===== src/rtl/wac_pkg.sv =====
package wac_pkg;
    localparam int DATA_W  = 32;
    localparam int LANES   = DATA_W / 8;
    localparam int FLD_W   = 5;
    localparam int FB_RX   = 0;
    localparam int FB_TX   = 1;
    localparam int FB_TA   = 2;
    localparam int FB_TB   = 3;
    localparam int FB_PRIO = 4;

    typedef logic [FLD_W-1:0] field_t;

    typedef enum logic [1:0] {
        ST_IDLE   = 2'd0,
        ST_MEM_RD = 2'd1,
        ST_FLD_RD = 2'd2
    } steer_state_t;
endpackage


===== src/rtl/wac_field_store.sv =====
module wac_field_store
    import wac_pkg::*;
#(
    parameter int WORDS = 64,
    localparam int IDX_W = $clog2(WORDS)
) (
    input  logic             clk,
    input  logic             rst_n,
    input  logic             wr_en,
    input  logic [IDX_W-1:0] wr_idx,
    input  field_t           wr_val,
    input  logic [IDX_W-1:0] rd_a_idx,
    output field_t           rd_a_val,
    input  logic [IDX_W-1:0] rd_b_idx,
    output field_t           rd_b_val
);
    field_t cells [WORDS];

    for (genvar g = 0; g < WORDS; g++) begin : g_cell
        field_t q;
        always_ff @(posedge clk or negedge rst_n) begin
            if (!rst_n) begin
                q <= '0;
            end else if (wr_en && (wr_idx == IDX_W'(g))) begin
                q <= wr_val;
            end
        end
        assign cells[g] = q;
    end

    // Reads see the value held before a same-cycle write.
    assign rd_a_val = cells[rd_a_idx];
    assign rd_b_val = cells[rd_b_idx];
endmodule


===== src/rtl/wac_access_steer.sv =====
module wac_access_steer
    import wac_pkg::*;
#(
    parameter int IDX_W = 6
) (
    input  logic              clk,
    input  logic              rst_n,
    input  logic              field_mode,
    input  logic              host_req,
    input  logic              host_we,
    input  logic [IDX_W-1:0]  host_addr,
    input  logic [LANES-1:0]  host_be,
    input  logic [DATA_W-1:0] host_wdata,
    output logic              host_ready,
    output logic              host_rvalid,
    output logic [DATA_W-1:0] host_rdata,
    input  logic              net_we,
    input  logic [IDX_W-1:0]  net_addr,
    input  logic [LANES-1:0]  net_be,
    input  logic [DATA_W-1:0] net_wdata,
    output logic              mem_en,
    output logic              mem_we,
    output logic [IDX_W-1:0]  mem_addr,
    output logic [LANES-1:0]  mem_be,
    output logic [DATA_W-1:0] mem_wdata,
    input  logic [DATA_W-1:0] mem_rdata,
    input  field_t            fld_host_val,
    output logic              fld_wr_en,
    output field_t            fld_wr_val,
    output logic              host_data_wr,
    output logic              net_data_wr
);
    steer_state_t state_q, state_d;
    field_t       fld_rd_q;
    logic         accept;

    // Ready depends on the state and on the memory port being free.
    assign host_ready = (state_q == ST_IDLE) && (field_mode || !net_we);
    assign accept     = host_req && host_ready;

    always_comb begin
        state_d = state_q;
        unique case (state_q)
            ST_IDLE: begin
                if (accept && !host_we) begin
                    state_d = field_mode ? ST_FLD_RD : ST_MEM_RD;  // IDLE_TO_FLD_RD / IDLE_TO_MEM_RD
                end
            end
            ST_MEM_RD: state_d = ST_IDLE;                          // RD_TO_IDLE
            ST_FLD_RD: state_d = ST_IDLE;                          // RD_TO_IDLE
            default:   state_d = ST_IDLE;
        endcase
    end

    always_ff @(posedge clk or negedge rst_n) begin
        if (!rst_n) begin
            state_q  <= ST_IDLE;
            fld_rd_q <= '0;
        end else begin
            state_q <= state_d;
            if (accept && !host_we && field_mode) begin
                fld_rd_q <= fld_host_val;
            end
        end
    end

    always_comb begin
        host_rvalid = 1'b0;
        host_rdata  = '0;
        unique case (state_q)
            ST_IDLE: ;
            ST_MEM_RD: begin
                host_rvalid = 1'b1;
                host_rdata  = mem_rdata;
            end
            ST_FLD_RD: begin
                host_rvalid = 1'b1;
                host_rdata  = {{(DATA_W-FLD_W){1'b0}}, fld_rd_q};
            end
            default: ;
        endcase
    end

    // Memory port: the network owns it whenever it writes.
    always_comb begin
        mem_en    = 1'b0;
        mem_we    = 1'b0;
        mem_addr  = host_addr;
        mem_be    = host_be;
        mem_wdata = host_wdata;
        if (net_we) begin
            mem_en    = 1'b1;
            mem_we    = 1'b1;
            mem_addr  = net_addr;
            mem_be    = net_be;
            mem_wdata = net_wdata;
        end else if (accept && !field_mode) begin
            mem_en = 1'b1;
            mem_we = host_we;
        end
    end

    assign fld_wr_en    = accept && host_we && field_mode && host_be[0];
    assign fld_wr_val   = host_wdata[FLD_W-1:0];
    assign host_data_wr = accept && host_we && !field_mode && (|host_be);
    assign net_data_wr  = net_we && (|net_be);
endmodule


===== src/rtl/wac_action_decode.sv =====
module wac_action_decode
    import wac_pkg::*;
(
    input  logic   clk,
    input  logic   rst_n,
    input  logic   irq_override,
    input  logic   host_v,
    input  field_t host_fld,
    input  logic   net_v,
    input  field_t net_fld,
    output logic   act_irq_rx,
    output logic   act_irq_tx,
    output logic   act_trig_a,
    output logic   act_trig_b,
    output logic   act_prio
);
    logic rx_d, tx_d, ta_d, tb_d, pr_d;

    always_comb begin
        rx_d = net_v  && (net_fld[FB_RX]  || irq_override);
        tx_d = host_v && (host_fld[FB_TX] || irq_override);
        ta_d = (net_v && net_fld[FB_TA])   || (host_v && host_fld[FB_TA]);
        tb_d = (net_v && net_fld[FB_TB])   || (host_v && host_fld[FB_TB]);
        pr_d = (net_v && net_fld[FB_PRIO]) || (host_v && host_fld[FB_PRIO]);
    end

    always_ff @(posedge clk or negedge rst_n) begin
        if (!rst_n) begin
            act_irq_rx <= 1'b0;
            act_irq_tx <= 1'b0;
            act_trig_a <= 1'b0;
            act_trig_b <= 1'b0;
            act_prio   <= 1'b0;
        end else begin
            act_irq_rx <= rx_d;
            act_irq_tx <= tx_d;
            act_trig_a <= ta_d;
            act_trig_b <= tb_d;
            act_prio   <= pr_d;
        end
    end
endmodule


===== src/rtl/word_action_ctl.sv =====
module word_action_ctl
    import wac_pkg::*;
#(
    parameter int WORDS = 64,
    localparam int IDX_W = $clog2(WORDS)
) (
    input  logic              clk,
    input  logic              rst_n,
    input  logic              field_mode,
    input  logic              irq_override,
    input  logic              host_req,
    input  logic              host_we,
    input  logic [IDX_W-1:0]  host_addr,
    input  logic [LANES-1:0]  host_be,
    input  logic [DATA_W-1:0] host_wdata,
    output logic              host_ready,
    output logic              host_rvalid,
    output logic [DATA_W-1:0] host_rdata,
    input  logic              net_we,
    input  logic [IDX_W-1:0]  net_addr,
    input  logic [LANES-1:0]  net_be,
    input  logic [DATA_W-1:0] net_wdata,
    output logic              mem_en,
    output logic              mem_we,
    output logic [IDX_W-1:0]  mem_addr,
    output logic [LANES-1:0]  mem_be,
    output logic [DATA_W-1:0] mem_wdata,
    input  logic [DATA_W-1:0] mem_rdata,
    output logic              act_irq_rx,
    output logic              act_irq_tx,
    output logic              act_trig_a,
    output logic              act_trig_b,
    output logic              act_prio
);
    field_t fld_host, fld_net, fld_wval;
    logic   fld_wen, host_dw, net_dw;

    wac_field_store #(.WORDS(WORDS)) u_store (
        .clk      (clk),
        .rst_n    (rst_n),
        .wr_en    (fld_wen),
        .wr_idx   (host_addr),
        .wr_val   (fld_wval),
        .rd_a_idx (host_addr),
        .rd_a_val (fld_host),
        .rd_b_idx (net_addr),
        .rd_b_val (fld_net)
    );

    wac_access_steer #(.IDX_W(IDX_W)) u_steer (
        .clk          (clk),
        .rst_n        (rst_n),
        .field_mode   (field_mode),
        .host_req     (host_req),
        .host_we      (host_we),
        .host_addr    (host_addr),
        .host_be      (host_be),
        .host_wdata   (host_wdata),
        .host_ready   (host_ready),
        .host_rvalid  (host_rvalid),
        .host_rdata   (host_rdata),
        .net_we       (net_we),
        .net_addr     (net_addr),
        .net_be       (net_be),
        .net_wdata    (net_wdata),
        .mem_en       (mem_en),
        .mem_we       (mem_we),
        .mem_addr     (mem_addr),
        .mem_be       (mem_be),
        .mem_wdata    (mem_wdata),
        .mem_rdata    (mem_rdata),
        .fld_host_val (fld_host),
        .fld_wr_en    (fld_wen),
        .fld_wr_val   (fld_wval),
        .host_data_wr (host_dw),
        .net_data_wr  (net_dw)
    );

    wac_action_decode u_decode (
        .clk          (clk),
        .rst_n        (rst_n),
        .irq_override (irq_override),
        .host_v       (host_dw),
        .host_fld     (fld_host),
        .net_v        (net_dw),
        .net_fld      (fld_net),
        .act_irq_rx   (act_irq_rx),
        .act_irq_tx   (act_irq_tx),
        .act_trig_a   (act_trig_a),
        .act_trig_b   (act_trig_b),
        .act_prio     (act_prio)
    );
endmodule


===== config.mk =====
export PLATFORM = sky130hd
export DESIGN_NAME = word_action_ctl
export DESIGN_NICKNAME = d
export VERILOG_FILES = /design/src/rtl/wac_pkg.sv /design/src/rtl/wac_field_store.sv /design/src/rtl/wac_access_steer.sv /design/src/rtl/wac_action_decode.sv /design/src/rtl/word_action_ctl.sv
export SDC_FILE = /design/constraint.sdc
export NUM_CORES = 1
export LEC_CHECK = 0
export ABC_AREA = 0
export BUFFER_PORTS_ARGS = -buffer_cell sky130_fd_sc_hd__buf_2
export CAP_MARGIN = 30
export CORE_AREA = 3 3 191 333
export CTS_CLUSTER_SIZE = 40
export DETAILED_ROUTE_END_ITERATION = 6
export DIE_AREA = 0 0 194 336
export GPL_TIMING_DRIVEN = 0
export HOLD_SLACK_MARGIN = 0.1
export PLACE_DENSITY = 0.46
export SLEW_MARGIN = 40
export SYNTH_ARGS = -nofsm -noshare
export SYNTH_HDL_FRONTEND = slang
export SYNTH_SLANG_ARGS = --single-unit

===== constraint.sdc =====
create_clock -name clk -period 2.7 [get_ports clk]
set_input_delay 0.54 -clock clk [delete_from_list [all_inputs] [get_ports clk]]
set_output_delay 0.54 -clock clk [all_outputs]
set_load 0.01 [all_outputs]

Yosys cells after proc, flatten, opt, wreduce, memory -nomap -nowiden. Index checks and enable logic that the tools add are counted.

Eq/ne operators: 66. $add $sub $neg: 0. Magnitude comparators: 2. Shift-type cells: 0. Div/mod/pow operators: 0. Multipliers: 0. Multiplexer cells: 18. Bitwise gates (word level): 2. Reductions and logical operators: 97.

Operator list (number): $eq 6x6->1 const B (32); $eq 6x5->1 const B (16); $logic_and 1x1->1 (83); $pmux 32 s2 (1); $bmux 5 s6 (2); $eq 6x4->1 const B (8); $mux 32 (1); $eq 6x3->1 const B (4); $mux 5 (4); $ge 7x7->1 const B (2); $not 6->7 (2); $eq 6x2->1 const B (2); $reduce_or 4->1 (2); $eq 6x1->1 const B (1); $logic_not 6->1 (1); $logic_or 1x1->1 (6); $mux 2 (3); $mux 6 (1); $mux 1 (5); $mux 4 (1); $logic_not 1->1 (3); $eq 2x1->1 const B (1); $eq 2x2->1 const B (1); $logic_not 2->1 (1); other kinds (2) (2).

Register bits: 332. Input bits: 123. Memories kept: 0. Output and inout port bits: 83. Bits in read-only memories: 0. RAM bits: 0. Latch bits: 0. Word-level logic and storage cells: 256.

Logic depth before layout (Yosys ltp). Gate-level depths: netlist of run 1.

Depth in word-level cells: 9. Gate-level depth with buffers: 11. Mapped depth without buffers: 7.

By module. From an unflattened synthesis of run 1, not the netlist that was laid out.

Cells, all modules: 1305. Area total of the unflattened synthesis: 18801.8 µm².

Modules (own cells, without submodules): wac_field_store (seq. area each 8007.7 µm², cells an instance 1169, area an instance 17416.7 µm², instances 1); wac_access_steer (seq. area each 175.2 µm², cells an instance 126, area an instance 1218.7 µm², instances 1); wac_action_decode (seq. area each 125.1 µm², cells an instance 10, area an instance 166.4 µm², instances 1).

Worst setup path before layout of run 1. Ideal clock, no wire load.

Path type: input to register. Start: input net_addr[0]. End: register u_decode.act_irq_rx. Library setup time: 145 ps. Arrival time: 2154 ps. Stages: 8. Path slack: 401 ps. Path buffers: 3. Required time: 2555 ps. Path through: buf_6 buf_4 buf_2 mux4_2 nor3b_1 a21oi_1 o21ai_0 a21oi_1.

Cells in the longest elaborated chain, start to end: 6.

RTL lines: start, declared (line word_action_ctl.sv:20) `input logic [IDX_W-1:0] net_addr,`; $not 6->7 (implied by the code) (line wac_field_store.sv:33) `assign rd_b_val = cells[rd_b_idx];`; $bmux 5 s6 (line wac_field_store.sv:33); $mux 5 (implied by the code) (2 in a row) (line wac_field_store.sv:33); $logic_or 1x1->1 (line wac_action_decode.sv:20) `rx_d = net_v && (net_fld[FB_RX] || irq_override);`; $logic_and 1x1->1 (line wac_action_decode.sv:20); named net u_decode.rx_d (line wac_action_decode.sv:17) `logic rx_d, tx_d, ta_d, tb_d, pr_d;`; end signal, assigned (line wac_action_decode.sv:35) `act_irq_rx <= rx_d;`; end, declared (line wac_action_decode.sv:11) `output logic act_irq_rx,`.

The timed path passes the listed nets, and every way through them passes these cells. The select of a mux whose other input is x is not followed. A chain may end at the register's enable or synchronous reset.

Final worst setup path of run 1.
Start: input host_addr[1]. End: register u_decode.act_prio.

Cells in the longest elaborated chain, start to end: 6.

RTL lines: start, declared (line word_action_ctl.sv:13) `input logic [IDX_W-1:0] host_addr,`; $not 6->7 (implied by the code) (line wac_field_store.sv:32) `assign rd_a_val = cells[rd_a_idx];`; $bmux 5 s6 (line wac_field_store.sv:32); $mux 5 (implied by the code) (2 in a row) (line wac_field_store.sv:32); $logic_and 1x1->1 (line wac_action_decode.sv:24) `pr_d = (net_v && net_fld[FB_PRIO]) || (host_v && host_fld[FB_PRIO]);`; $logic_or 1x1->1 (line wac_action_decode.sv:24); named net u_decode.pr_d (line wac_action_decode.sv:17); end signal, assigned (line wac_action_decode.sv:39) `act_prio <= pr_d;`; end, declared (line wac_action_decode.sv:15) `output logic act_prio`.

The timed path passes the listed nets, and every way through them passes these cells. The select of a mux whose other input is x is not followed.

==> qor.yml, run 1 <==
worst_setup_path:
  r2r_start: "u_steer.state_q[0]"
  cp_num_cells: 8
  path_buf_inv: 3
  cp-end-kind: "flop"
  start_kind: "input port"
  critPathKind: "in -> reg"
  crit_slowest_cell: "nor4_1"
  regToRegSetupSlack_ns: 0.06
  crit_start: "host_addr[1]"
  slowest_delay_ns: 0.73
  r2r_cells: 7
  cp_data_arrival_time_ns: 3.23
  cp-endpoint: "u_decode.act_prio"
  cp_data_required_time_ns: 3.16
  path_max_fanout: 10
  cp_top_family: "buffers and inverters"
  r2r_end: "u_store.g_cell[30].q[1]"
  crit_path_cell_trace: "clkbuf_2 > buf_4 > buf_2 > mux4_2 > o22ai_2 > nor4_1 > a21oi_1 > o21ai_0"
floorplanning:
  core_area_um2: 61300
  pin_count: 206
  die_x_um: 194
  placementRows: 120
  dieArea_um2: 65200
  die_h_um: 336
  start_util_pct: 29.9
synth:
  synthArstFlopShare_pct: 100
  avgSynthCellArea_um2: 14.1
  yosysWarnings: 0
  synth_enable_flop_cells: 0
  synth.area.top_cells: "dfrtp_1, mux2_2, mux4_2"
  synth_flop_cell: "dfrtp_1"
  synth_largest_area_cell: "dfrtp_1"
  synth_top_area_share_pct: 45.4
  syn_area_um2: 18300
  ys_seq_area_share_pct: 45.4
  synth_cell_types: 52
  synthCells: 1300
  syn_nets: 1426
  synth-seq-cells: 332
route:
  drt_iter0_markers: 962
  drc: 0
  drt_wl_total_um: 75200
  vias: 13100
  post_drt_wl_per_cell_um: 31.9
  drtPass1Iterations: 5
  ant_nets: 0
  avgViaCountPerCell: 5.55
placed_design:
  dpl-instance-area_um2: 20500
  io_buffers: 194
  dpl_worst_slack_ns: -1.10
  place_hpwl_um: 57600
  globalplace.congestion: 0.930
  dp_cells: 2292
hold_path:
  hold_path.class: "in -> reg"
  hold_path_depth: 3
global_routing:
  grt_overflow_total: 0
  grt_pass1_wl_um: 106000
  grt_use_total_pct: 22.8
  grt_pass1_vias: 13900
  antenna_found_initial: 2
  grt_max_degree: 70
layout:
  layout.nets: 1663
  layout-drive-gt1-share_pct: 54.1
  fillers: 6014
  final_cells: 2357
  regArea_um2: 8310
  final_area_um2: 21800
  final_common_cell: "mux2_2"
  multi_input_area_um2: 9530
  final_cell_mix: "mux2_2, dfrtp_1, buf_2"
  syn_to_final_growth_pct: 19.4
timing:
  tns_ns: -0.151
  final-hold-violation-count: 0
  post-route-period-util_pct: 103
  final_max_slew_viol_count: 0
  worst_slack_ns: -0.0700
  setup_viol: 9
  layout_min_cycle_time_ns: 2.77
  clock-skew-final_ns: 0.0121
  slew_headroom_pct: 43.3
  worst_pin_slew_ns: 0.851
  fmaxAchievable_mhz: 361
  hold_ws_ns: 0.274
  rsz0062_at_grt: "true"
power_and_ir_drop:
  ir_worst_vdd_uv: 398
  p_leak_nw: 10.4
  power_density_nw_per_um2: 571
clock_network:
  clk_path_buf_depth: 3
  clkSlewWorstSetupHoldPaths_ns: 0.07
  clkSinkCount: 332
  cts.root.buffer_cell: "clkbuf_16"
  post_cts_buffers: 0
  h-tree-depth: 2
  cts_made_buffers: 35
  tritoncts: "done"
  clock_latency_ns: 0.55
run_status:
  status: "complete, but fails checks"
  violations: "negative setup slack"
job:
  maxCapViolCount: 0
[stage by stage]
stage / power, mW / utilization, %
global placement: 7.24 / 33.1
floorplan: 6.36 / -
finish: 12.5 / 35.7
global route: 12.9 / 35.6
detailed placement: 7.29 / 33.4
CTS: 12.6 / 35.6
[worst reg2reg max path: stages (launching register included)]
cell and delay (ns):
dfrtp_1 0.41, inv_1 0.09, ha_1 0.29, nand3_2 0.29, nor2_1 0.22, nand2_1 0.27
nor3_2 0.56, mux2_2 0.40
[layout make-up]
cell class	count	share of cell area, %
tap	793	4.54
inverter	9	0.155
antenna	2	0.0229
clock buffer	49	4.90
buffer	106	2.85
timing repair buffer	200	5.17
sequential	332	38.0
multi-input combinational	853	43.6
clock inverter	13	0.693
[worst min path at each step]
stage / to / from / slack, ns
4_1_cts: u_decode.act_irq_tx / irq_override / 0.26
3_5_place_dp: u_steer.fld_rd_q[4] / u_steer.fld_rd_q[4] / 0.48
3_3_place_gp: u_steer.fld_rd_q[1] / u_steer.fld_rd_q[1] / 0.47
2_1_floorplan: u_decode.act_irq_rx / rst_n / 0.24
5_1_grt: u_decode.act_irq_tx / irq_override / 0.28
6_report: u_decode.act_irq_tx / irq_override / 0.27
[cells in the mapped netlist, types with 15 or more instances]
cell type  instances
nand3_1           16
mux2_2           365
mux2i_1           48
dfrtp_1          332
and3_1            30
o22ai_1           15
mux4_2           127
a21oi_1           16
buf_2             18
nor2_1            23
a22oi_1           18
clkbuf_1          63
nand2_1           71
[sequential cells by signal, summed over array words and instances (netlist names)]
signal,count
u_steer.state_q,2
u_decode.act_irq_tx,1
u_decode.act_trig_a,1
u_steer.fld_rd_q,5
u_decode.act_prio,1
u_decode.act_trig_b,1
u_store.g_cell.q,320
u_decode.act_irq_rx,1
[kinds of logic (layout without fill, tap and decap cells)]
group	count (synthesis)	after routing	synth area share [%]
multiplexers	547	547	41.7
flip-flops	332	332	45.4
AND/OR/NAND/NOR	212	212	6.07
buffers and inverters	115	377	3.18
AO/OA/AOI/OAI	91	91	3.39
adder cells (fa/ha/maj)	3	3	0.205
other	0	2	0
[where the power goes]
part	internal (mW)	total [mW]	switching, mW
sequential	5.16	5.29	0.127
combinational	0.748	1.94	1.19
clock	3.07	5.26	2.19
[what timing repair did]
| item | 4_1_cts | 5_1_grt |
|---|---|---|
| gates resized for setup | 40 | 6 |
| pin swaps | 1 | 0 |
| endpoints found under the hold margin | 50 | 0 |
| setup endpoints to repair | 299 | 71 |
| hold buffers | 1 | 0 |
[per-layer routing]
layer	track usage [%]	vias to the layer above	wire [um]
li1	-	5469	-
met1	23.1	6839	24900
met2	43.4	594	40900
met3	2.92	182	3650
met4	14.9	0	5750
met5	0	-	0
(Power assumes the default switching activity.)
==> run 2, diff against run 1 <==
Settings changed: CELL_PAD_IN_SITES_DETAIL_PLACEMENT from default to 1, CELL_PAD_IN_SITES_GLOBAL_PLACEMENT from default to 2, PLACE_DENSITY 0.46 to 0.6.
==> qor.yml, run 2 (synthesized netlist as in run 1, its figures left out) <==
run_status:
  status: "complete, but fails checks"
  violations: "negative setup slack"
timing:
  final_max_slew_viol_count: 0  # unchanged
  clock-skew-final_ns: 0.0137  # +0.00157 ns
  worst_slack_ns: -0.0260  # +0.0440 ns
  post-route-period-util_pct: 101  # -1.6 points
  final-hold-violation-count: 0  # unchanged
  layout_min_cycle_time_ns: 2.73  # -0.0440 ns
  worst_pin_slew_ns: 0.890  # +0.0398 ns
  setup_viol: 2  # -7
  fmaxAchievable_mhz: 367  # +1.6%
  slew_headroom_pct: 40.6  # -2.7 points
clock_network:
  clkSinkCount: 332  # unchanged
  clk_path_buf_depth: 3  # unchanged
  clkSlewWorstSetupHoldPaths_ns: 0.06  # about the same
  cts_made_buffers: 35  # unchanged
  tritoncts: "done"
  clock_latency_ns: 0.55  # about the same
  cts.root.buffer_cell: "clkbuf_16"
  h-tree-depth: 2  # unchanged
  post_cts_buffers: 0  # unchanged
worst_setup_path:
  slowest_delay_ns: 0.58  # -0.15 ns
  cp_data_required_time_ns: 3.07  # -0.09 ns
  crit_start: "net_addr[2]"
  regToRegSetupSlack_ns: 0.09  # +0.03 ns
  critPathKind: "in -> reg"
  r2r_cells: 7  # unchanged
  crit_slowest_cell: "buf_2"
  r2r_end: "u_store.g_cell[30].q[4]"
  r2r_start: "u_steer.state_q[0]"
  cp-end-kind: "flop"
  path_max_fanout: 10  # unchanged
  start_kind: "input port"
  crit_path_cell_trace: "clkbuf_2 > buf_2 > buf_2 > mux2i_2 > a21oi_1 > o21ai_0 > a21oi_1"
  cp-endpoint: "u_decode.act_irq_rx"
  cp_data_arrival_time_ns: 3.10  # -0.13 ns
route:
  vias: 13200  # +0.50%
  drtPass1Iterations: 4  # -1
  post_drt_wl_per_cell_um: 33.6  # +5.5%
  drt_iter0_markers: 791  # -18%
  ant_nets: 0  # unchanged
  drt_wl_total_um: 79200  # +5.4%
  avgViaCountPerCell: 5.58  # +0.59%
  drc: 0  # unchanged
layout:
  layout-drive-gt1-share_pct: 54.3  # +0.16 points
  final_area_um2: 21900  # +0.49%
  final_common_cell: "mux2_2"
  layout.nets: 1663  # unchanged
  syn_to_final_growth_pct: 20.0
  largestRegisters: "u_store.g_cell.q x320, u_steer.fld_rd_q x5, u_steer.state_q x2"
  regMostFlops: "u_store.g_cell.q"
  final_cells: 2355  # -0.085%
  largest_reg_flops: 320  # unchanged
  final_cell_mix: "mux2_2, dfrtp_1, buf_2"
global_routing:
  grt_pass1_vias: 14500  # +4.5%
  grt_max_degree: 75  # +7.1%
  grt_overflow_total: 0  # unchanged
  antenna_found_initial: 0  # -2
  grt_use_total_pct: 24.0  # +1.2 points
  grt_pass1_wl_um: 112000  # +5.2%
placed_design:
  globalplace.congestion: 0.935  # +0.53%
  dpl-instance-area_um2: 20400  # about the same
  io_buffers: 194  # unchanged
  dp_cells: 2293  # +0.044%
  place_hpwl_um: 61600  # +6.9%
hold_path:
  hold_path.class: "in -> reg"
power_and_ir_drop:
  power_density_nw_per_um2: 587  # +2.7%
  p_leak_nw: 10.4  # +0.18%
  ir_worst_vdd_uv: 322  # -19%
floorplanning:
  start_util_pct: 29.9  # unchanged
  dieArea_um2: 65200  # unchanged
  core_area_um2: 61300  # unchanged
  die_h_um: 336  # unchanged
  placementRows: 120  # unchanged
  pin_count: 206  # unchanged
  die_x_um: 194  # unchanged
job:
  maxCapViolCount: 0  # unchanged
-- run 2: changes by cell type in the layout (fill, tap and decap cells not counted), moves of 3 or more --
| cell | before | now |
|---|---|---|
| bufinv_16 | 3 | 8 |
| nand2_1 | 71 | 68 |
| clkbuf_2 | 26 | 22 |
| clkbuf_1 | 39 | 44 |
| buf_6 | 6 | 9 |
| nor2_2 | 4 | 7 |
| nor2_1 | 19 | 15 |
| nand2_2 | 0 | 3 |
| clkbuf_8 | 10 | 7 |
| clkinv_2 | 7 | 2 |
-- run 2: worst max-delay path, delay by kind of cell --
family | cells | cell delay (ns)
AOI/OAI and AO/OA | 3 | 0.71
muxes | 1 | 0.40
buffers and inverters | 3 | 1.41
-- run 2: through the flow --
stage | total power [mW] | util [%] | setup TNS, ns | hold slack (ns) | setup WS [ns]
after floorplan | 6.36 | - | 0 | 0.244 | 0.401
after global placement | 7.27 | 33.1 | -2025.37 | 0.473 | -5.56
after detailed placement | 7.34 | 33.4 | -202.07 | 0.435 | -1.20
after CTS | 13.0 | 35.8 | -0.0149 | 0.313 | -0.0149
after global routing | 13.3 | 35.8 | -0.0165 | 0.318 | -0.00839
final | 12.9 | 35.8 | -0.0309 | 0.320 | -0.0260
-- run 2: cell type report --
cell class              count  area (um^2)
clock buffers              51         1050
multi-input cells         853         9560
inverters                   9         33.8
diodes                      1         2.50
fillers                  6445        39300
flip-flops and latches    332         8310
clock inverters            10          250
plain buffers             105          627
repair buffers            201         1130
well taps                 793          992
-- run 2: how the worst min path moves through the flow --
stage	start	slack [ns]	endpoint	cells after the start
detailed placement	rst_n	0.43	u_store.g_cell[9].q[4]	1
finish	irq_override	0.32	u_decode.act_irq_tx	3
CTS	irq_override	0.31	u_decode.act_irq_tx	3
floorplan	rst_n	0.24	u_decode.act_irq_rx	0
global placement	u_steer.fld_rd_q[1]	0.47	u_steer.fld_rd_q[1]	2
global route	irq_override	0.32	u_decode.act_irq_tx	3
-- run 2: power by group --
group | total, mW | switching (mW) | internal (mW) | leakage, nW
logic | 1.98 | 1.22 | 0.755 | 5.16
clock network | 5.61 | 2.16 | 3.46 | 0.635
registers | 5.29 | 0.127 | 5.16 | 4.61
total | 12.9 | 3.51 | 9.37 | 10.4
-- run 2: timing repair --
item | in CTS | in global routing
hold endpoints to repair | 32 | 0
hold buffers | 1 | 0
pin swaps | 0 | 0
gates resized for setup | 52 | 11
endpoints found under the setup margin | 323 | 18
-- run 2: metal layers --
metal  vias to the layer above  track usage [%]  share of wire, %
li1                       5451                -                 -
met1                      6988             23.3                32
met2                       542             46.4                55
met3                       169             3.96               5.1
met4                         0             15.6               7.8
met5                         -                0                 0
==> run 3, diff against run 2 <==
Settings changed: BUFFER_PORTS_ARGS -buffer_cell sky130_fd_sc_hd__buf_2 to -buffer_cell sky130_fd_sc_hd__buf_4.
Clock period 2.7 ns to 3.1 ns, I/O delays scaled along.
==> qor.yml, run 3 (synthesized netlist as in run 1, its figures left out) <==
route:
  drt_wl_total_um: 79500  # +0.29%
  drc: 0  # unchanged
  avgViaCountPerCell: 5.57  # -0.27%
  ant_nets: 0  # unchanged
  vias: 13100  # -0.19%
  drt_iter0_markers: 724  # -8.5%
  drtPass1Iterations: 5  # +1
  post_drt_wl_per_cell_um: 33.7  # +0.21%
timing:
  post-route-period-util_pct: 98.5
  slew_headroom_pct: 40.1  # -0.53 points
  setup_viol: 0  # -2
  clock-skew-final_ns: 0.0248  # +0.0111 ns
  fmaxAchievable_mhz: 328
  hold_ws_ns: 0.414  # +0.0942 ns
  final_max_slew_viol_count: 0  # unchanged
  worst_pin_slew_ns: 0.891  # +0.000498 ns
  rsz0062_at_grt: "false"
  layout_min_cycle_time_ns: 3.05
  final-hold-violation-count: 0  # unchanged
clock_network:
  clkSlewWorstSetupHoldPaths_ns: 0.06  # about the same
  cts_made_buffers: 36  # +2.9%
  h-tree-depth: 2  # unchanged
  tritoncts: "done"
  clock_latency_ns: 0.57  # +0.02 ns
  clkSinkCount: 332  # unchanged
  cts.root.buffer_cell: "clkbuf_16"
  clk_path_buf_depth: 3  # unchanged
worst_setup_path:
  path_max_fanout: 10  # unchanged
  start_kind: "input port"
  cp_data_arrival_time_ns: 2.43  # -0.67 ns
  cp-end-kind: "output pin"
  critPathKind: "in -> out"
  cp_data_required_time_ns: 2.48  # -0.59 ns
power_and_ir_drop:
  power_density_nw_per_um2: 497  # -15%
  total_power_mw: 11.1  # -14%
  combPwrFrac_pct: 16.3  # +0.9 points
  p_switching_mw: 3.08  # -12%
  clkPwrFrac_pct: 42.0  # -1.6 points
  seqPwrFrac_pct: 41.7  # +0.6 points
  ir_worst_vdd_uv: 295  # -8.4%
  swShare_pct: 27.9  # +0.67 points
  intPower_mw: 7.97  # -15%
  p_leak_nw: 10.4  # +0.16%
global_routing:
  grt_max_degree: 74  # -1.3%
  grt_pass1_vias: 14600  # +0.43%
  grt_pass1_wl_um: 112000  # -0.15%
  grt_use_total_pct: 24.1  # +0.044 points
  grt_overflow_total: 0  # unchanged
  antenna_found_initial: 2  # +2
layout:
  multi_input_area_um2: 9460  # -1.0%
  final_cell_mix: "mux2_2, dfrtp_1, buf_4"
  fin_util_pct: 36.3  # +0.49 points
  regArea_um2: 8310  # unchanged
  fillers: 6482  # +0.57%
  final_common_cell: "mux2_2"
  largest_reg_flops: 320  # unchanged
  largestRegisters: "u_store.g_cell.q x320, u_steer.fld_rd_q x5, u_steer.state_q x2"
  syn_to_final_growth_pct: 21.6
  final_area_um2: 22200  # +1.4%
  layout.nets: 1664  # +0.060%
  regMostFlops: "u_store.g_cell.q"
  layout-drive-gt1-share_pct: 53.0  # -1.2 points
placed_design:
  io_buffers: 194  # unchanged
  place_hpwl_um: 61800  # +0.23%
  dpl-instance-area_um2: 20900  # +2.4%
  globalplace.congestion: 0.935  # about the same
floorplanning:
  placementRows: 120  # unchanged
  pin_count: 206  # unchanged
  die_x_um: 194  # unchanged
  die_h_um: 336  # unchanged
  core_area_um2: 61300  # unchanged
  dieArea_um2: 65200  # unchanged
  start_util_pct: 29.9  # unchanged
hold_path:
  hold_path.class: "in -> reg"
job:
  maxCapViolCount: 0  # unchanged
run_status:
  status: "complete, no violations"
run 3: cell type report:
cell class / instances / area share, %
multi-input cells: 853 / 42.5
flip-flops and latches: 332 / 37.3
repair buffers: 201 / 7.29
clock buffers: 50 / 4.79
well taps: 793 / 4.46
plain buffers: 105 / 2.62
clock inverters: 13 / 0.810
inverters: 9 / 0.152
diodes: 1 / 0.0112
run 3: final timing paths:
| path | start | endpoint | slack, ns | cells past startpoint |
|---|---|---|---|---|
| hold / removal | irq_override | u_decode.act_irq_tx | 0.41 | 3 |
| setup / recovery | net_addr[1] | mem_addr[1] | 0.05 | 5 |
| hold reg to reg | u_steer.fld_rd_q[1] | u_steer.fld_rd_q[1] | 0.48 | 2 |
| setup reg to reg | u_steer.state_q[0] | u_store.g_cell[51].q[4] | 0.20 | 8 |
| min in group asynchronous | rst_n | u_store.g_cell[41].q[4] | 0.67 | 3 |
| max in group asynchronous | rst_n | u_store.g_cell[50].q[3] | 0.91 | 6 |
run 3: per-stage QoR:
stage | TNS [ns] | worst slack (ns) | cells
floorplan | 0 | 0.709 | 1300
global placement | -724.69 | -1.93 | 2287
detailed placement | -105.27 | -0.927 | 2292
CTS | -0.0321 | -0.0108 | 2355
global route | 0 | 0.0349 | 2356
finish | 0 | 0.0480 | 2357
run 3: power groups by stage:
| stage | Sequential [mW] | Clock (mW) | Combinational [mW] |
|---|---|---|---|
| 6_report | 4.61 | 4.64 | 1.80 |
| 5_1_grt | 4.62 | 4.90 | 1.92 |
| 4_1_cts | 4.60 | 4.77 | 1.82 |
| 3_5_place_dp | 4.68 | 0 | 1.82 |
| 3_3_place_gp | 4.67 | 0 | 1.77 |
| 2_1_floorplan | 4.64 | 0 | 0.896 |
run 3: routing by layer:
layer	vias to the layer above	track usage (%)	wire, um
li1	5453	-	-
met1	6985	23.7	26800
met2	516	47.1	43900
met3	171	3.97	3570
met4	0	13.5	5250
met5	-	0	0
run 3: timing repair:
item | 4_1_cts | 5_1_grt
hold endpoints to repair | 72 | 0
gates resized for setup | 12 | 8
pin swaps | 0 | 0
setup endpoints to repair | 40 | 96
buffers inserted | 0 | 0
hold buffers | 1 | 0
run 3: worst max-delay path: stages:
cell and delay [ns]:
buf_2 0.39, buf_2 0.49, buf_2 0.49, mux2_2 0.29
buf_4 0.13
